<file path="src/rtl/prbs23_err_window.sv">
// Sliding sum of error bits over the last DEPTH masked bytes.
module prbs23_err_window #(
  parameter int DEPTH = 8,
  parameter int BYTE_W = 8,
  parameter int LIMIT = 16
) (
  input  logic              clk,
  input  logic              rst_n,
  input  logic              clr,
  input  logic              push,
  input  logic [BYTE_W-1:0] mask,
  output logic              over
);
  localparam int CW = $clog2(BYTE_W + 1);
  localparam int SW = $clog2(DEPTH * BYTE_W + 1);

  logic [CW-1:0] hist_q [DEPTH];
  logic [CW-1:0] ones;
  logic [SW-1:0] sum_q;
  logic [SW-1:0] sum_new;

  always_comb begin
    ones = '0;
    for (int i = 0; i < BYTE_W; i++) begin
      ones = ones + CW'(mask[i]);
    end
    sum_new = sum_q + SW'(ones) - SW'(hist_q[DEPTH-1]);
    over = push && (sum_new > SW'(LIMIT));
  end

  always_ff @(posedge clk) begin
    if (!rst_n || clr) begin
      sum_q <= '0;
    end else if (push) begin
      sum_q <= sum_new;
    end
  end

  for (genvar g = 0; g < DEPTH; g++) begin : g_hist
    if (g == 0) begin : g_head
      always_ff @(posedge clk) begin
        if (!rst_n || clr) hist_q[g] <= '0;
        else if (push)     hist_q[g] <= ones;
      end
    end else begin : g_tail
      always_ff @(posedge clk) begin
        if (!rst_n || clr) hist_q[g] <= '0;
        else if (push)     hist_q[g] <= hist_q[g-1];
      end
    end
  end

  p_sum_bound_r7: assert property (@(posedge clk) disable iff (!rst_n)
    sum_q <= SW'(DEPTH * BYTE_W));

  p_clr_empties_r7: assert property (@(posedge clk) disable iff (!rst_n)
    clr |=> sum_q == '0);
endmodule

</file>
<file path="config.mk">
export PLATFORM = sky130hd
export DESIGN_NAME = prbs23_err_window
export DESIGN_NICKNAME = d
export VERILOG_FILES = /design/src/rtl/prbs23_err_window.sv
export SDC_FILE = /design/constraint.sdc
export NUM_CORES = 1
export LEC_CHECK = 0
export ABC_AREA = 1
export BUFFER_PORTS_ARGS = -buffer_cell sky130_fd_sc_hd__buf_4
export CAP_MARGIN = 20
export CORE_UTILIZATION = 60
export CTS_BUF_LIST = sky130_fd_sc_hd__clkbuf_8
export DETAILED_ROUTE_END_ITERATION = 8
export PLACE_DENSITY = 0.84
export SLEW_MARGIN = 20
export SYNTH_ARGS = -nofsm -noshare
export SYNTH_HDL_FRONTEND = slang
export SYNTH_SLANG_ARGS = --single-unit
export TNS_END_PERCENT = 100
</file>
<file path="constraint.sdc">
create_clock -name clk -period 12.5 [get_ports clk]
set_input_delay 1.875 -clock clk [delete_from_list [all_inputs] [get_ports clk]]
set_output_delay 1.875 -clock clk [all_outputs]
set_load 0.02 [all_outputs]
</file>
; ---- Word-level counts from Yosys, hierarchy flattened
; Memories as Yosys holds them, arrays and structs flattened.
; Cells that the tools add are included.
[totals]
reg_bits = 7
latch_bits = 0
ram_bits = 32
mem_bits_ro = 0
in_bits = 12
output_inout_bits = 1
wordCells = 36
n_memories = 1
[mem_list]
columns = name, depth, word_bits, rd, rd_ports_with_merged_regs, wr, line
row1 = hist_q, 8, 4, 8, 0, 8, 17  ; logic [CW-1:0] hist_q [DEPTH];
[classes]
add_sub_neg = 9
n_mul = 0
div_mod_pow = 0
magnitude_cmp = 1
eq_ne = 0
shift = 0
n_mux = 13
n_bitwise = 8
reduce_logical = 3
[ops]
columns = op, count
row1 = two-way mux 4 bit, 8
row2 = adder 4 x 1 -> 4 bit, 4
row3 = OR 1 bit, 8
row4 = adder 7 x 4 -> 7 bit, 1
row5 = > comparator 7 x 5 -> 1 bit (second input constant), 1
row6 = subtractor 7 x 4 -> 7 bit, 1
row7 = two-way mux 1 bit, 5
row8 = adder 3 x 1 -> 4 bit, 1
row9 = adder 2 x 1 -> 3 bit, 1
row10 = adder 1 x 1 -> 2 bit, 1
row11 = logical AND 1 bit, 1
row12 = zero test 1 bit, 1
row13 = logical OR 1 bit, 1

; ---- Logic depth before layout (Yosys ltp)
[depth]
depth_word = 11
ltp_mapped = 22
depth_no_buf = 22

; ---- Least setup slack after synthesis
; OpenSTA, ideal clock, no wires.
[synth_path]
path_type = input -> output
startpoint = in mask[0]
endpoint = out over
arrival_ns = 5.692
t_required_ns = 10.625
path_slack_ns = 4.933
path_stages = 21
path_buffers = 0
path_cell_list = inv_1 -> fa_1 -> fa_1 -> fa_1 -> inv_1 -> ha_1 -> inv_1 -> fa_1 -> inv_1 -> fa_1 -> inv_1 -> fa_1 -> inv_1 -> nand2_1 -> nand2_2 -> nand3_1 -> nand2_2 -> nand2_2 -> nand3_2 -> nand2_1 -> inv_1
[synth_between]
elab_chain_len = 11
[synth_rtl]
columns = item, line
row1 = "start, declared", 11  ; input logic [BYTE_W-1:0] mask,
row2 = adder 1 x 1 -> 2 bit, 25  ; ones = ones + CW'(mask[i]);
row3 = adder 2 x 1 -> 3 bit, 25
row4 = adder 3 x 1 -> 4 bit, 25
row5 = adder 4 x 1 -> 4 bit (4 in series), 25
row6 = via ones[1], 18  ; logic [CW-1:0] ones;
row7 = adder 7 x 4 -> 7 bit, 27  ; sum_new = sum_q + SW'(ones) - SW'(hist_q[DEPTH-1]);
row8 = subtractor 7 x 4 -> 7 bit, 27
row9 = > comparator 7 x 5 -> 1 bit, 28  ; over = push && (sum_new > SW'(LIMIT));
row10 = logical AND 1 bit, 28
row11 = "end, declared", 12  ; output logic over
; The timed path passes the listed nets, and every way through them passes these cells.

; ---- Worst setup path in the final report
[layout_path]
startpoint = in mask[1]
endpoint = out over
; Same word-level chain as after synthesis.

==> impl_metrics.yaml <==
status:
  run_status: "completed"
synth:
  synth-edff-count: 32
  synth_seq_area_share_pct: 52.88
  yosys_warnings: 0
  ys_top_cells_by_count: "66 x inv_1, 34 x nor2_1, 32 x edfxtp_1"
  yosysTopAreaCellShare_pct: 46.15
  synthTopCellsByArea: "edfxtp_1 46%, inv_1 12%, fa_1 7.7%"
  synth.most_common_cell: "inv_1"
  ys_async_sr_fraction_pct: 0
  ys_types: 22
  synth_area_um2: 2082
  ys_seq_elements: 39
  synthesis.nets: 249
  ys.flop_type: "edfxtp_1"
  yosys.area.top_type: "edfxtp_1"
  avgSynthCellArea_um2: 9.507
  syn_inst: 219
sta:
  final.setup.tns_ps: 0
  setup_viol_count_final: 0
  period_share_pct: 63.18
  clock.fmax_mhz: 126.6
  skew_ps: 2.440
  tightestPinTransition_ps: 378.1
  drv_slew: 0
  period_minus_slack_ps: 7898
  maxSlewHeadroom_pct: 74.77
  rsz0062_at_grt: "no"
  setup_ws_ps: 4602
  hold_viol: 0
power:
  powerDensity_nw_per_um2: 192.2
  leakagePower_nw: 1.088
  fin_total_pwr_mw: 0.4503
  ir_drop_mv: 0.1137
finish:
  fillers: 276
  syn2layout_area_growth_pct: 12.50
  fin_nets: 267
  final_util_pct: 70.19
  final_cells: 284
  antenna_cells: 0
  drive_gt1_share_pct: 13.45
global_routing:
  use_met2_pct: 33.12
  grt_pass1_vias: 1296
  grtUsageMet3_pct: 6.610
  grt_start_max_net_pins: 38
  top_usage_layer: "met2"
  antenna_found_initial: 0
  gr-total-overflow: 0
  grt_pass1_wl_mm: 5.368
  gr-usage-all-layers_pct: 20.54
  use_met1_pct: 26.26
worst_setup_path:
  start_kind: "input pin"
  crit_type: "in -> out"
  cp_max_fo: 5
  critPathMaxStageDelay_ps: 500
  reg2regPathDepth: 12
  path_cells: "buf_4 -> inv_1 -> fa_1 -> fa_1 -> fa_1 -> inv_1 -> ha_1 -> inv_1 -> fa_1 -> or2_2 -> nand2_1 -> fa_1 -> ha_1 -> inv_2 -> nand2_1 -> nand3_1 -> nand2_1 -> nand2_1 -> nand2_1 -> nand3_2 -> nand2_1 -> inv_1 -> buf_4"
  cp_top_family: "adder cells"
  critPathCapture: "over"
  worst-path-stages: 23
  r2r_slack_ps: 10370
  worstSetupEndpointType: "output port"
  path_buf_inv: 7
  r2r_end: "sum_q[6]$_SDFFE_PP0P_"
  critPathRequiredTime_ps: 10620
  critPathLaunch: "mask[1]"
  cp.arrival_ps: 6020
  critPathMostFrequentCell: "nand2_1"
  regToRegStartpoint: "hist_q[7][1]$_SDFFCE_PN0P_"
  crit_slowest_cell: "fa_1"
clock_tree:
  clock_path_buffers: 2
  root_buffer: "clkbuf_8"
  htree_levels: 2
  ctsResizeCount: 0
  worstSkewPairLatency_ps: 290
  clkSinkCount: 39
  postCtsHoldBufs: 0
  cts_buffers: 5
  cts_tree: "yes"
  post_cts_buffers: 0
  clk_pin_slew_ps: 80
floorplanning:
  rows: 21
  fp.dieArea_um2: 3709
  die_y_um: 60.91
  die_x_um: 60.91
  start_util_pct: 62.39
  num_io_pins: 13
  core_um2: 3337
routing:
  first_pass_iters: 4
  avgViaCountPerCell: 4.768
  wl_per_cell_um: 11.31
  vias: 1354
  drt-total-wl_mm: 3.212
  drtIter0Drc: 67
  drc_errors: 0
  ant_nets: 0
place:
  port_buffers: 12
  dpl.hpwl_mm: 2.310
  pre_cts_slack_ps: 4587
  place_congestion: 0.9288
  placed_cells: 276
worst_hold_path:
  hold_path.startpoint: "sum_q[6]$_SDFFE_PP0P_"
  hp-class: "reg -> reg"
flow_run:
  drv_cap: 0
## cell families (layout without fill, tap and decap cells)
| logic type | after synthesis | after routing | synth area share, % |
|---|---|---|---|
| AOI/OAI and AO/OA | 12 | 12 | 3.365 |
| DFF | 39 | 39 | 52.88 |
| adders and majority gates | 18 | 18 | 13.70 |
| xor gates and xnor gates | 1 | 1 | 0.4207 |
| and+or+nand+nor | 79 | 79 | 16.83 |
| buffers and inverters | 70 | 89 | 12.80 |
## metal layers
layer  share of wire (%)  up-vias
met5                   0        -
li1                    -      695
met4                0.90        0
met2                  49       28
met3                 4.6        4
met1                  45      627
## worst min path at each step
stage | end | cells past startpoint
finish | sum_q[6]$_SDFFE_PP0P_ | 2
global route | sum_q[6]$_SDFFE_PP0P_ | 2
CTS | sum_q[6]$_SDFFE_PP0P_ | 2
detailed placement | sum_q[6]$_SDFFE_PP0P_ | 2
global placement | sum_q[6]$_SDFFE_PP0P_ | 2
floorplan | sum_q[6]$_SDFFE_PP0P_ | 2
## through the flow
| step | area, um^2 | hold WS, ps |
|---|---|---|
| finish | 2342 | 473.9 |
| global route | 2342 | 529.0 |
| CTS | 2342 | 475.7 |
| detailed placement | 2230 | 463.4 |
| global placement | 2230 | 453.6 |
| floorplan | 2082 | 446.1 |
## sequential cells by signal (all words and copies together) (netlist names)
name    count
hist_q     32
sum_q       7
## worst register-to-register path: stages, from the launching register on
cell and delay, ps:
edfxtp_1 340, inv_1 70, fa_1 550, inv_1 70, fa_1 450, inv_1 80, nand2_1 60, nand2_2 80
nand3_2 70, nand2_1 60, nand2_1 50, nand2_1 90, o21ai_1 60
## power by group
group	internal (mW)	leakage (nW)	switching [mW]	total [mW]
logic	0.0752	0.600	0.117	0.192
registers	0.150	0.430	0.00489	0.155
clock network	0.0594	0.0581	0.0441	0.103
## layout make-up
type / instances / area (um^2) / share of cell area [%]
inverters: 67 / 251.5 / 10.74
multi-input cells: 110 / 714.4 / 30.50
flip-flops and latches: 39 / 1101 / 47.01
well taps: 46 / 57.56 / 2.457
clock buffers: 5 / 68.82 / 2.938
repair buffers: 14 / 105.1 / 4.487
clock inverters: 3 / 43.79 / 1.870
## placed cells by master (no fill, tap or decap), drive strengths merged
master	netlist	final
nand3	10	10
edfxtp	32	32
nand3b	1	1
xnor2	1	1
inv	67	67
clkinv	0	2
or2	2	2
ha	10	10
o21ai	3	3
nand2	31	31
dfxtp	7	7
o22ai	2	2
nor2	35	35
a22o	2	2
bufinv	0	1
buf	3	14
clkbuf	0	5
a21oi	5	5
fa	8	8
(Power assumes the default switching activity.)
